[src/rtl/sgp_pkg.sv]
package sgp_pkg;
  localparam int unsigned REG_IDX_W = 3;

  typedef enum logic [REG_IDX_W-1:0] {
    SEL_TX_BYTE  = 3'd0,
    SEL_TX_FULL  = 3'd1,
    SEL_RX_BYTE  = 3'd2,
    SEL_RX_EMPTY = 3'd3,
    SEL_PIN_VAL  = 3'd4,
    SEL_PIN_DIR  = 3'd5
  } reg_sel_e;

  typedef struct packed {
    logic                 rd_en;
    logic                 tx_push;
    logic                 rx_pop;
    logic                 val_wr;
    logic                 dir_wr;
    logic [REG_IDX_W-1:0] sel;
  } bus_cmd_t;
endpackage

[src/rtl/sgp_rst_sync.sv]
module sgp_rst_sync (
  input  logic clk,
  input  logic rst_n,
  output logic rst_sync_n
);
  logic stage1_q, stage2_q;

  always_ff @(posedge clk or negedge rst_n) begin
    if (!rst_n) begin
      stage1_q <= 1'b0;
      stage2_q <= 1'b0;
    end else begin
      stage1_q <= 1'b1;
      stage2_q <= stage1_q;
    end
  end

  assign rst_sync_n = stage2_q;
endmodule

[src/rtl/sgp_byte_fifo.sv]
module sgp_byte_fifo #(
  parameter int unsigned WIDTH = 8,
  parameter int unsigned DEPTH = 16
) (
  input  logic             clk,
  input  logic             rst_n,
  input  logic             push_i,
  input  logic [WIDTH-1:0] push_data_i,
  input  logic             pop_i,
  output logic [WIDTH-1:0] head_o,
  output logic             empty_o,
  output logic             full_o
);
  localparam int unsigned AW = $clog2(DEPTH);

  logic [AW:0]      wptr_q, wptr_d, rptr_q, rptr_d;
  logic [WIDTH-1:0] slot_q [DEPTH];
  logic             do_push, do_pop;

  assign empty_o = (wptr_q == rptr_q);
  assign full_o  = (wptr_q[AW] != rptr_q[AW]) && (wptr_q[AW-1:0] == rptr_q[AW-1:0]);
  assign do_push = push_i && !full_o;
  assign do_pop  = pop_i && !empty_o;
  assign head_o  = slot_q[rptr_q[AW-1:0]];

  always_comb begin
    wptr_d = wptr_q;
    rptr_d = rptr_q;
    if (do_push) wptr_d = wptr_q + {{AW{1'b0}}, 1'b1};
    if (do_pop)  rptr_d = rptr_q + {{AW{1'b0}}, 1'b1};
  end

  always_ff @(posedge clk or negedge rst_n) begin
    if (!rst_n) begin
      wptr_q <= '0;
      rptr_q <= '0;
    end else begin
      wptr_q <= wptr_d;
      rptr_q <= rptr_d;
    end
  end

  // storage has no reset; each slot is enabled by its own write strobe
  for (genvar i = 0; i < DEPTH; i++) begin : g_slot
    logic slot_en;
    assign slot_en = do_push && (wptr_q[AW-1:0] == AW'(i));
    always_ff @(posedge clk) begin
      if (slot_en) slot_q[i] <= push_data_i;
    end
  end
endmodule

[src/rtl/sgp_pin_sync.sv]
module sgp_pin_sync #(
  parameter int unsigned N = 16
) (
  input  logic         clk,
  input  logic         rst_n,
  input  logic [N-1:0] pin_i,
  output logic [N-1:0] pin_o
);
  logic [N-1:0] meta_q, stable_q;

  always_ff @(posedge clk or negedge rst_n) begin
    if (!rst_n) begin
      meta_q   <= '0;
      stable_q <= '0;
    end else begin
      meta_q   <= pin_i;
      stable_q <= meta_q;
    end
  end

  assign pin_o = stable_q;
endmodule

[src/rtl/sgp_bus_decode.sv]
module sgp_bus_decode
  import sgp_pkg::*;
#(
  parameter logic [31:0] BASE_ADDR = 32'hE000_0000
) (
  input  logic        bus_req,
  input  logic        bus_we,
  input  logic [31:0] bus_addr,
  input  logic        tx_full,
  input  logic        rx_empty,
  output bus_cmd_t    cmd
);
  localparam int unsigned WIN_LSB = REG_IDX_W + 2;

  logic hit, wr, rd;

  assign hit = (bus_addr[31:WIN_LSB] == BASE_ADDR[31:WIN_LSB]) && (bus_addr[1:0] == 2'b00);
  assign wr  = bus_req && bus_we && hit;
  assign rd  = bus_req && !bus_we && hit;

  always_comb begin
    cmd         = '0;
    cmd.sel     = bus_addr[WIN_LSB-1:2];
    cmd.rd_en   = rd;
    cmd.tx_push = wr && (cmd.sel == SEL_TX_BYTE) && !tx_full;
    cmd.val_wr  = wr && (cmd.sel == SEL_PIN_VAL);
    cmd.dir_wr  = wr && (cmd.sel == SEL_PIN_DIR);
    cmd.rx_pop  = rd && (cmd.sel == SEL_RX_BYTE) && !rx_empty;
  end
endmodule

[src/rtl/mmio_serial_gpio.sv]
module mmio_serial_gpio
  import sgp_pkg::*;
#(
  parameter int unsigned N_PINS     = 16,
  parameter int unsigned FIFO_DEPTH = 16,
  parameter logic [31:0] BASE_ADDR  = 32'hE000_0000
) (
  input  logic              clk,
  input  logic              rst_n,
  input  logic              bus_req,
  input  logic              bus_we,
  input  logic [31:0]       bus_addr,
  input  logic [31:0]       bus_wdata,
  output logic [31:0]       bus_rdata,
  output logic              tx_valid,
  input  logic              tx_ready,
  output logic [7:0]        tx_data,
  input  logic              rx_valid,
  output logic              rx_ready,
  input  logic [7:0]        rx_data,
  input  logic [N_PINS-1:0] gpio_in,
  output logic [N_PINS-1:0] gpio_out,
  output logic [N_PINS-1:0] gpio_oe
);
  logic              rst_int_n;
  bus_cmd_t          cmd;
  logic              tx_empty, tx_full, rx_empty, rx_full;
  logic [7:0]        rx_head;
  logic [N_PINS-1:0] pin_seen;
  logic [N_PINS-1:0] out_q, out_d, dir_q, dir_d;
  logic              unused_wdata;

  assign unused_wdata = ^bus_wdata;

  sgp_rst_sync u_rst (
    .clk(clk), .rst_n(rst_n), .rst_sync_n(rst_int_n)
  );

  sgp_bus_decode #(.BASE_ADDR(BASE_ADDR)) u_dec (
    .bus_req(bus_req), .bus_we(bus_we), .bus_addr(bus_addr),
    .tx_full(tx_full), .rx_empty(rx_empty), .cmd(cmd)
  );

  sgp_byte_fifo #(.WIDTH(8), .DEPTH(FIFO_DEPTH)) u_txq (
    .clk(clk), .rst_n(rst_int_n),
    .push_i(cmd.tx_push), .push_data_i(bus_wdata[7:0]),
    .pop_i(tx_ready), .head_o(tx_data),
    .empty_o(tx_empty), .full_o(tx_full)
  );

  sgp_byte_fifo #(.WIDTH(8), .DEPTH(FIFO_DEPTH)) u_rxq (
    .clk(clk), .rst_n(rst_int_n),
    .push_i(rx_valid), .push_data_i(rx_data),
    .pop_i(cmd.rx_pop), .head_o(rx_head),
    .empty_o(rx_empty), .full_o(rx_full)
  );

  sgp_pin_sync #(.N(N_PINS)) u_pins (
    .clk(clk), .rst_n(rst_int_n), .pin_i(gpio_in), .pin_o(pin_seen)
  );

  assign tx_valid = !tx_empty;
  assign rx_ready = !rx_full;

  always_comb begin
    out_d = out_q;
    dir_d = dir_q;
    if (cmd.val_wr) out_d = bus_wdata[N_PINS-1:0];
    if (cmd.dir_wr) dir_d = bus_wdata[N_PINS-1:0];
  end

  always_ff @(posedge clk or negedge rst_int_n) begin
    if (!rst_int_n) begin
      out_q <= '0;
      dir_q <= '0;
    end else begin
      out_q <= out_d;
      dir_q <= dir_d;
    end
  end

  assign gpio_out = out_q;
  assign gpio_oe  = dir_q;

  always_comb begin
    bus_rdata = '0;
    if (cmd.rd_en) begin
      case (cmd.sel)
        SEL_TX_FULL:  bus_rdata[0] = tx_full;
        SEL_RX_BYTE:  bus_rdata[7:0] = rx_empty ? 8'h00 : rx_head;
        SEL_RX_EMPTY: bus_rdata[0] = rx_empty;
        SEL_PIN_VAL:  bus_rdata[N_PINS-1:0] = pin_seen;
        SEL_PIN_DIR:  bus_rdata[N_PINS-1:0] = dir_q;
        default:      bus_rdata = '0;
      endcase
    end
  end
endmodule

[config.mk]
export PLATFORM = sky130hd
export DESIGN_NAME = mmio_serial_gpio
export DESIGN_NICKNAME = d
export VERILOG_FILES = /design/src/rtl/sgp_pkg.sv /design/src/rtl/sgp_rst_sync.sv /design/src/rtl/sgp_byte_fifo.sv /design/src/rtl/sgp_pin_sync.sv /design/src/rtl/sgp_bus_decode.sv /design/src/rtl/mmio_serial_gpio.sv
export SDC_FILE = /design/constraint.sdc
export NUM_CORES = 1
export LEC_CHECK = 0
export ABC_AREA = 1
export BUFFER_PORTS_ARGS = -buffer_cell sky130_fd_sc_hd__buf_2
export CELL_PAD_IN_SITES_DETAIL_PLACEMENT = 2
export CELL_PAD_IN_SITES_GLOBAL_PLACEMENT = 2
export CORE_MARGIN = 8
export CORE_UTILIZATION = 35
export CTS_CLUSTER_SIZE = 20
export DETAILED_ROUTE_END_ITERATION = 7
export PLACE_DENSITY = 0.72
export SYNTH_ARGS = -nofsm -noshare
export SYNTH_HDL_FRONTEND = slang
export SYNTH_SLANG_ARGS = --single-unit
[constraint.sdc]
create_clock -name clk -period 2.7 [get_ports clk]
set_clock_uncertainty 0.15 [all_clocks]
set_input_delay 0.27 -clock clk [delete_from_list [all_inputs] [get_ports clk]]
set_output_delay 0.27 -clock clk [all_outputs]
set_load 0.05 [all_outputs]
# --- Word-level counts from Yosys, hierarchy flattened ---
# Memory sizes are Yosys's and may differ from the RTL's.
# Cells that the tools add are included.
totals:
  regBits: 86
  mem_bits_rw: 256
  output_inout_bits: 74
  word_cells: 305
  mem_count: 2
memory_table:
  columns: ["name", "depth", "width", "rd", "rd_clocked_by_memory_dff", "wr", "line_no", "text"]
  rows:
  - ["u_rxq.slot_q", 16, 8, 1, 0, 1, "sgp_byte_fifo.sv:17", "logic [WIDTH-1:0] slot_q [DEPTH];"]
  - ["u_txq.slot_q", 16, 8, 1, 0, 1, "sgp_byte_fifo.sv:17", null]
op_classes:
  addsub: 4
  n_eq_ne: 42
  muxes: 159
  n_reduce_logical: 88
op_table:
  columns: ["cell", "n"]
  rows:
  - ["$mux 8", 31]
  - ["$reduce_or 8->1", 30]
  - ["$mux 4", 30]
  - ["$mux 1", 94]
  - ["$eq 4x4->1 const B", 16]
  - ["$logic_and 1x1->1", 49]
  - ["$eq 4x3->1 const B", 8]
  - ["$eq 27x27->1 const B", 1]
  - ["$pmux 7 s3", 1]
  - ["$add 5x1->5 const B", 4]
  - ["$eq 4x2->1 const B", 4]
  - ["$mux 16", 1]
  - ["$pmux 8 s2", 1]
  - ["$eq 5x5->1", 2]
  - ["$eq 4x1->1 const B", 2]
  - ["$eq 4x4->1", 2]
  - ["$logic_not 4->1", 2]
  - ["$eq 3x2->1 const B", 2]
  - ["$eq 3x3->1 const B", 2]
  - ["$logic_not 1->1", 5]
  - ["$pmux 1 s5", 1]
  - ["$eq 3x1->1 const B", 1]
  - ["$logic_not 3->1", 1]
  - ["$logic_not 2->1", 1]
  - ["$ne 1x1->1", 2]

# --- Longest topological paths before layout ---
# Gate-level depths: netlist of run 1.
logic_depth:
  word_depth: 25
  ltp_mapped: 13
  ltp_nobuf: 11

# --- Modules after synthesis ---
# From an unflattened synthesis of run 1, not the netlist that was laid out.
hier_totals:
  cells_unflattened: 1397
  area_unflattened_um2: 14759.2
modules_own_cells:
  columns: ["mod", "instances", "cells_per_inst", "area_each_um2"]
  rows:
  - ["sgp_byte_fifo (u_rxq)", 1, 559, 5969.5]
  - ["sgp_byte_fifo (u_txq)", 1, 559, 5926.9]
  - ["mmio_serial_gpio", 1, 187, 1749.2]
  - ["sgp_pin_sync", 1, 32, 800.8]
  - ["sgp_bus_decode", 1, 57, 259.0]
  - ["sgp_rst_sync", 1, 3, 53.8]

# --- Least setup slack after synthesis of run 1 ---
# No wires, ideal clock.
synth_timing:
  kind: "register to output"
  from: "register u_rxq.rptr_q[0]"
  to: "output bus_rdata[0]"
  arrival_time_ns: 1.945
  required_time_ns: 2.280
  setup_slack_ns: 0.335
  path_stages_with_launch: 12
  n_path_buf: 2
  path_cell_list: "dfrtp_1 inv_2 buf_6 buf_2 nand2_1 nand2_1 nand2_1 nand3_1 nand3_1 nand2_1 nand2_1 a21oi_1"
synth_via:
  elab_chain_cells: 4
  elab_cells_between_ends: 5
  cone_classes: "eq/ne: 1; mux: 3; memory: 1"
synth_lines:
  columns: ["element", "line_no", "text"]
  rows:
  - ["start, declared", "sgp_byte_fifo.sv:16", "logic [AW:0] wptr_q, wptr_d, rptr_q, rptr_d;"]
  - ["start signal, assigned", "sgp_byte_fifo.sv:39", "rptr_q <= rptr_d;"]
  - ["$mem_v2 16x8 or $eq 5x5->1 (tied branches)", null, null]
  - ["$mux 8", "mmio_serial_gpio.sv:90", "SEL_RX_BYTE: bus_rdata[7:0] = rx_empty ? 8'h00 : rx_head;"]
  - ["$pmux 1 s5 (*)", "mmio_serial_gpio.sv:88", "case (cmd.sel)"]
  - ["$mux 16 (*)", "mmio_serial_gpio.sv:87", "if (cmd.rd_en) begin"]
  - ["end, declared", "mmio_serial_gpio.sv:14", "output logic [31:0] bus_rdata,"]
# Every way passes the cells marked *; elsewhere a longest branch is shown, timed or not.

# --- Worst setup path after layout of run 1 ---
layout_timing:
  from: "register u_rxq.rptr_q[0]"
  to: "output bus_rdata[2]"
layout_via:
  elab_chain_cells: 4
  elab_cells_between_ends: 5
  cone_classes: "eq/ne: 1; mux: 3; memory: 1"
layout_lines:
  columns: ["element", "line_no"]
  rows:
  - ["$mem_v2 16x8 or $eq 5x5->1 (tied branches)", null]
  - ["$mux 8 (*)", "mmio_serial_gpio.sv:90"]
  - ["$pmux 7 s3 (*)", "mmio_serial_gpio.sv:88"]
  - ["$mux 16 (*)", "mmio_serial_gpio.sv:87"]
# Marks and branches as above.

==> load_flow_metrics.sql, run 1 <==
INSERT INTO impl_metrics (metric_group, metric, value, unit) VALUES
('status', 'status', 'finished with violations', ''),
('status', 'violations', 'negative setup slack', ''),
('global_route', 'overall_fraction_of_global_route_tracks_in_use', '21.3', '%'),
('critical_path', 'setup.reg_to_reg.worst_slack', '280', 'ps'),
('global_route', 'grt_first_pass_wirelength', '77600', 'um'),
('finish', 'commonest_non_fill_non_tap_cells_in_the_layout', 'edfxtp_1, nand2_1, nor2_1', ''),
('floorplan', 'initial_core_util', '35.5', '%'),
('global_route', 'overflow', '0', ''),
('timing', 'tightest_slew', '686', 'ps'),
('finish', 'final_layout_size_suffix_gt1_share', '26.9', '%'),
('timing', 'timing.final.crit_share', '104', '%'),
('drt', 'met2_wirelength', '26400', 'um'),
('yosys', 'synthesis.area_per_instance', '11.1', 'um2'),
('floorplan', 'chipHeight', '220', 'um'),
('yosys', 'synth.distinct_cells', '39', ''),
('critical_path', 'cp_data_arrival_time', '2380', 'ps'),
('yosys', 'synth_seq_cells', '342', ''),
('yosys', 'ys.warnings.count', '0', ''),
('drt', 'avgViaCountPerCell', '5.20', ''),
('clock_tree', 'numCtsBuffers', '40', ''),
('floorplan', 'boundaryPins', '168', ''),
('finish', 'finish.utilization', '45.5', '%'),
('critical_path', 'crit_path_max_fanout', '6', ''),
('drt', 'postRouteAntennaNets', '0', ''),
('critical_path', 'critPathRequiredTime', '2280', 'ps'),
('power', 'power_density_over_the_cells', '847', 'nW/um2'),
('finish', 'layout_net_count', '1654', ''),
('timing', 'hold_viol_final', '0', ''),
('floorplan', 'fp-row-count', '74', ''),
('drt', 'drt_iter0_drc', '764', ''),
('clock_tree', 'cts_root_buffer', 'clkbuf_16', ''),
('drt', 'wire_per_inst', '24.8', 'um'),
('power', 'power.static_leakage', '7.39', 'nW'),
('placed_design', 'routabilityCongestion', '0.801', ''),
('placed_design', 'post-dp-hpwl', '31100', 'um'),
('power', 'vdd.ir_drop.worst', '0.000539', 'V'),
('timing', 'fin_hold_ws', '35.4', 'ps'),
('global_route', 'grt_max_degree', '45', ''),
('clock_tree', 'clkSinkCount', '342', ''),
('drt', 'detailroute.via_count', '11000', ''),
('timing', 'maxSlewHeadroom', '54.3', '%'),
('finish', 'final_common_cell', 'edfxtp_1', ''),
('drt', 'postRouteWirelength', '52400', 'um'),
('finish', 'fillerInstances', '4180', ''),
('floorplan', 'design.core.area', '40900', 'um2'),
('critical_path', 'crit_end', 'bus_rdata[2]', ''),
('finish', 'syn2layout_area_growth', '28.2', '%'),
('drt', 'route.top_layer_used', 'met4', ''),
('yosys', 'postSynthCellCount', '1313', ''),
('drt', 'detailroute.wirelength.met3', '2880', 'um'),
('clock_tree', 'cts.path.max_buffers', '3', ''),
('placed_design', 'pre_cts_slack', '319', 'ps'),
('clock_tree', 'clk-insertion-delay-late', '560', 'ps'),
('drt', 'drt_pass1_iterations', '5', ''),
('clock_tree', 'clkTransAtPathRegs', '60', 'ps'),
('floorplan', 'design.die.area', '48300', 'um2'),
('global_route', 'number_of_global_route_vias_before_repair', '12300', ''),
('critical_path', 'criticalPathCategory', 'flip-flop to primary output', ''),
('clock_tree', 'cts_tree', 'built', ''),
('placed_design', 'io_buffers', '135', ''),
('timing', 'setup_viol', '8', ''),
('yosys', 'netlist_area', '14500', 'um2'),
('clock_tree', 'clock_tree.htree_level_count', '2', ''),
('timing', 'drv_slew', '0', ''),
('critical_path', 'startpoint_type', 'flip-flop', ''),
('drt', 'route.detailed.drc', '0', ''),
('yosys', 'seq_area_frac_synth', '67.8', '%'),
('timing', 'min_clock_period_post_route', '2800', 'ps'),
('critical_path', 'end_kind', 'primary output', ''),
('run', 'maxCapViolCount', '0', ''),
('critical_path', 'setup.worst_path.start', 'u_rxq.rptr_q[0]', ''),
('timing', 'max_freq', '358', 'MHz'),
('min_path', 'hp-class', 'input pin to flip-flop', ''),
('min_path', 'hold_path_depth', '1', ''),
('critical_path', 'worst_r2r_endpoint', 'u_txq.slot_q[1][5]', ''),
('global_route', 'antenna_found_initial', '1', ''),
('timing', 'setup_ws', '-96.3', 'ps'),
('timing', 'grt_setup_unrepaired', 'true', ''),
('timing', 'fin_setup_tns', '-535', 'ps'),
('critical_path', 'r2r_start', 'u_txq.rptr_q[0]', ''),
('drt', 'wl_met1', '22000', 'um'),
('critical_path', 'rr_worst_depth', '10', ''),
('floorplan', 'die_width', '220', 'um');
==> how the worst min path moves through the flow <==
stage,to,slack [ps],startpoint
floorplan,u_rst.rst_sync_n,-180,rst_n
global placement,u_rst.stage1_q,-90,rst_n
detailed placement,u_rst.stage1_q,-80,rst_n
CTS,u_rxq.slot_q[10][6],2,rx_data[6]
global route,u_rxq.slot_q[10][6],30,rx_data[6]
finish,u_rxq.slot_q[12][6],40,rx_data[6]
==> where the power goes <==
| part | leakage, nW | total (mW) | switching [mW] | internal [mW] |
|---|---|---|---|---|
| logic | 3.35 | 4.10 | 2.76 | 1.33 |
| clock network | 0.659 | 5.50 | 2.23 | 3.27 |
| registers | 3.38 | 6.18 | 0.213 | 5.96 |
| total | 7.39 | 15.8 | 5.21 | 10.6 |
==> flip-flops by register name (all words and copies together), names as in the netlist, 16 cells and up <==
register,cells
gpio_oe,16
gpio_out,16
u_pins.meta_q,16
u_pins.pin_o,16
u_rxq.slot_q,128
u_txq.slot_q,128
==> cells by family after synthesis <==
group           count (synthesis)  share of synthesized area [%]
flops                         342                           67.8
fa+ha+maj                      10                          0.862
compound gates                219                           8.88
xor+xnor                       15                          0.905
buf+inv                       150                           5.18
other cells                     2                         0.0517
simple gates                  575                           16.4
==> what timing repair did <==
action,in CTS,in global routing
hold buffers,41,0
resized for setup,110,72
endpoints found under the hold margin,202,0
setup endpoints to repair,16,15
gates cloned,10,4
buffers inserted,7,2
pin swaps,28,43
==> area by class of cell <==
class                      count  area, um2  area share (%)
clock buffer                  49       1100            5.89
tap                          532        666            3.58
timing repair buffer         254       2130            11.5
inverter                      76        310            1.67
antenna                        1       2.50          0.0134
clock inverter                22        220            1.18
multi-input combinational    836       4340            23.3
sequential                   342       9850            52.9
==> critical path: stages, from the launching register on <==
cell     delay (ps)
dfrtp_2         490
inv_8           150
buf_12          140
buf_16          130
nand2_2          60
nand2_2          80
nand2_2          50
nand3_2          90
nand3_2         120
nand2_2         100
nand2_2          50
a21oi_2         140
buf_6           200
==> Yosys cell counts, drive strengths merged <==
cell | number | share of area, %
nand2 | 299 | 7.8
edfxtp | 256 | 53
nor2 | 202 | 5.5
o21ai | 151 | 5.5
dfrtp | 86 | 15
inv | 75 | 2.0
nand3 | 56 | 2.2
buf | 51 | 2.6
clkbuf | 23 | 0.60
o221ai | 21 | 1.3
a21oi | 17 | 0.59
o211ai | 12 | 0.62
o22ai | 11 | 0.47
xor2 | 11 | 0.66
ha | 10 | 0.86
nor3 | 10 | 0.34
a22o | 7 | 0.42
nand4 | 4 | 0.17
xnor2 | 4 | 0.24
and2 | 2 | 0.10
conb | 2 | 0.052
nand3b | 2 | 0.22
clkinv | 1 | 0.026
==> per-stage QoR <==
step                power [mW]  std cells  cell area [um2]
finish                    15.8       2112            18600
CTS                       15.6       2108            18400
global route              16.4       2112            18600
detailed placement        9.65       1979            16000
global placement          9.47       1979            16000
floorplan                 8.43       1328            14600
==> routing by layer <==
layer	up-vias	track usage (%)
li1	4941	-
met1	5687	26.7
met2	285	36.5
met3	74	4.79
met4	0	6.67
met5	-	0
(Power assumes the default switching activity.)
==> inputs of run 2 (changes only) <==
--- a/config.mk
+++ b/config.mk
@@ -7,10 +7,8 @@
 export LEC_CHECK = 0
 export ABC_AREA = 1
 export BUFFER_PORTS_ARGS = -buffer_cell sky130_fd_sc_hd__buf_2
-export CELL_PAD_IN_SITES_DETAIL_PLACEMENT = 2
-export CELL_PAD_IN_SITES_GLOBAL_PLACEMENT = 2
 export CORE_MARGIN = 8
-export CORE_UTILIZATION = 35
+export CORE_UTILIZATION = 53
 export CTS_CLUSTER_SIZE = 20
 export DETAILED_ROUTE_END_ITERATION = 7
 export PLACE_DENSITY = 0.72
==> load_flow_metrics.sql, run 2 (synthesis results as in run 1) <==
INSERT INTO impl_metrics (metric_group, metric, value, unit) VALUES
('drt', 'postRouteAntennaNets', '0', ''),
('clock_tree', 'cts.path.max_buffers', '3', ''),
('critical_path', 'critPathRequiredTime', '2280', 'ps'),
('drt', 'drt_iter0_drc', '989', ''),
('placed_design', 'number_of_placed_instances_with_taps_included', '1790', ''),
('power', 'power', '14.4', 'mW'),
('timing', 'grt_setup_unrepaired', 'true', ''),
('floorplan', 'chipHeight', '182', 'um'),
('critical_path', 'end_kind', 'primary output', ''),
('finish', 'fillerInstances', '1928', ''),
('timing', 'setup_ws', '-103', 'ps'),
('critical_path', 'path_cells', 'buf_6 -> clkbuf_16 -> nand2_1 -> nand2_1 -> nand2_1 -> o21ai_1 -> nand2_1 -> nand2_1 -> inv_2 -> nand2_2 -> nand2_1 -> a21oi_2 -> buf_6', ''),
('power', 'switching_power_share_of_the_total', '31.5', '%'),
('critical_path', 'critPathMaxStageDelay', '470', 'ps'),
('finish', 'syn2layout_area_growth', '22.3', '%'),
('finish', 'sequential_cell_area', '9850', 'um2'),
('timing', 'fin_setup_tns', '-157', 'ps'),
('clock_tree', 'clkSinkCount', '342', ''),
('finish', 'final_layout_size_suffix_gt1_share', '22.4', '%'),
('timing', 'hold_viol_final', '0', ''),
('critical_path', 'most_common_cell_on_crit_path', 'nand2_1', ''),
('floorplan', 'boundaryPins', '168', ''),
('drt', 'route.detailed.drc', '0', ''),
('min_path', 'hp-class', 'input pin to flip-flop', ''),
('global_route', 'number_of_global_route_vias_before_repair', '10400', ''),
('power', 'power.static_leakage', '7.18', 'nW'),
('status', 'violations', 'negative setup slack', ''),
('floorplan', 'initial_core_util', '53.9', '%'),
('drt', 'postRouteWirelength', '37500', 'um'),
('timing', 'tightest_slew', '708', 'ps'),
('critical_path', 'r2r_start', 'u_txq.rptr_q[1]', ''),
('critical_path', 'critical-path-top-delay-family', 'buffers and inverters', ''),
('run', 'maxCapViolCount', '0', ''),
('finish', 'multiInputGateArea', '4090', 'um2'),
('floorplan', 'design.core.area', '27000', 'um2'),
('power', 'power.share.combinational', '23.9', '%'),
('power', 'p_int', '9.83', 'mW'),
('critical_path', 'criticalPathCategory', 'flip-flop to primary output', ''),
('floorplan', 'design.die.area', '33000', 'um2'),
('timing', 'setup_viol', '3', ''),
('drt', 'drt_pass1_iterations', '5', ''),
('status', 'status', 'finished with violations', ''),
('floorplan', 'fp-row-count', '60', ''),
('placed_design', 'dpl_cell_area', '15700', 'um2'),
('clock_tree', 'clk-insertion-delay-late', '520', 'ps'),
('power', 'seqPwrFrac', '42.7', '%'),
('critical_path', 'setup.worst_path.start', 'u_rxq.rptr_q[0]', ''),
('placed_design', 'post-dp-hpwl', '23200', 'um'),
('critical_path', 'cp_data_arrival_time', '2380', 'ps'),
('global_route', 'grt_first_pass_wirelength', '56000', 'um'),
('floorplan', 'die_width', '182', 'um'),
('finish', 'largest_registers', 'u_rxq.slot_q x128, u_txq.slot_q x128', ''),
('finish', 'final_common_cell', 'nand2_1', ''),
('placed_design', 'routabilityCongestion', '0.842', ''),
('power', 'power_frac_clock', '33.4', '%'),
('min_path', 'worstHoldStart', 'bus_wdata[0]', ''),
('global_route', 'overall_fraction_of_global_route_tracks_in_use', '21.3', '%'),
('timing', 'maxSlewHeadroom', '52.8', '%'),
('critical_path', 'cpMaxStageDelayCell', 'dfrtp_2', ''),
('finish', 'layout_net_count', '1643', ''),
('critical_path', 'timing.critical_path.buf_inv', '4', ''),
('clock_tree', 'cts_tree', 'built', ''),
('power', 'p_switching', '4.53', 'mW'),
('drt', 'avgViaCountPerCell', '5.51', ''),
('drt', 'detailroute.via_count', '10500', ''),
('critical_path', 'crit_path_max_fanout', '8', ''),
('drt', 'wire_per_inst', '19.7', 'um'),
('critical_path', 'startpoint_type', 'flip-flop', ''),
('power', 'vdd.ir_drop.worst', '0.000647', 'V'),
('power', 'power_density_over_the_cells', '809', 'nW/um2'),
('clock_tree', 'clkTransAtPathRegs', '60', 'ps'),
('global_route', 'overflow', '0', ''),
('finish', 'commonest_non_fill_non_tap_cells_in_the_layout', 'nand2_1, edfxtp_1, nor2_1', ''),
('timing', 'min_clock_period_post_route', '2800', 'ps'),
('clock_tree', 'cts_root_buffer', 'clkbuf_16', ''),
('timing', 'drv_slew', '0', ''),
('clock_tree', 'numCtsBuffers', '36', ''),
('clock_tree', 'clock_tree.htree_level_count', '2', ''),
('finish', 'finish.utilization', '65.9', '%'),
('finish', 'postLayoutCellArea', '17800', 'um2'),
('timing', 'timing.final.crit_share', '104', '%'),
('finish', 'stdcell_count', '1907', ''),
('timing', 'max_freq', '357', 'MHz'),
('global_route', 'antenna_found_initial', '1', ''),
('placed_design', 'io_buffers', '135', ''),
('global_route', 'grt_max_degree', '51', '');
[run 2: changes by cell type in the layout (fill, tap and decap cells not counted), sizes merged]
cell	delta
clkinv	-6
inv	+2
buf	-3
dlygate4sd3	-10
bufinv	-2
clkbuf	+5
[run 2: per-stage QoR]
step	worst slack, ps	hold WS [ps]
global route	-223	13.3
global placement	353	-93.7
CTS	-1.70	8.45
finish	-103	26.5
detailed placement	325	-92.7
floorplan	335	-176
[run 2: power groups by stage]
stage          combinational, mW  sequential (mW)  clock (mW)
3_3_place_gp                3.10             6.21           0
3_5_place_dp                3.18             6.22           0
5_1_grt                     3.68             6.16        5.07
6_report                    3.43             6.13        4.80
4_1_cts                     3.24             6.12        4.85
2_1_floorplan               2.26             6.16           0
[run 2: repair_timing]
action / in CTS / in global routing
buffers inserted: 0 / 12
setup endpoints to repair: 13 / 12
cloned: 1 / 8
resized for setup: 15 / 83
hold endpoints to repair: 65 / 0
hold buffers: 31 / 0
pin swaps: 0 / 29
[run 2: worst paths after layout]
kind | end | depth (start not counted) | slack [ps]
min | u_txq.slot_q[5][0] | 1 | 30
max reg2reg | u_txq.slot_q[10][2] | 10 | 310
min reg2reg | u_pins.pin_o[13] | 0 | 200
min in group asynchronous | gpio_oe[6] | 0 | 230
max | bus_rdata[7] | 13 | -100
max in group asynchronous | gpio_oe[13] | 1 | 1550
[run 2: final cells by class]
class,instances,share of cell area (%)
Antenna cell,1,0.0141
Multi-Input combinational cell,836,23.0
Clock inverter,16,0.810
Tap cell,341,2.40
Timing Repair Buffer,247,10.9
Sequential cell,342,55.4
Inverter,76,1.70
Clock buffer,48,5.68
[run 2: routing by layer]
| metal | part of all wire (%) | vias up | wire (um) | track usage [%] |
|---|---|---|---|---|
| met5 | 0 | - | 0 | 0 |
| met4 | 2.8 | 0 | 1060 | 6.72 |
| met3 | 7.8 | 84 | 2930 | 4.23 |
| met2 | 48 | 483 | 18100 | 35.4 |
| met1 | 41 | 5025 | 15400 | 27.9 |
| li1 | - | 4920 | - | - |
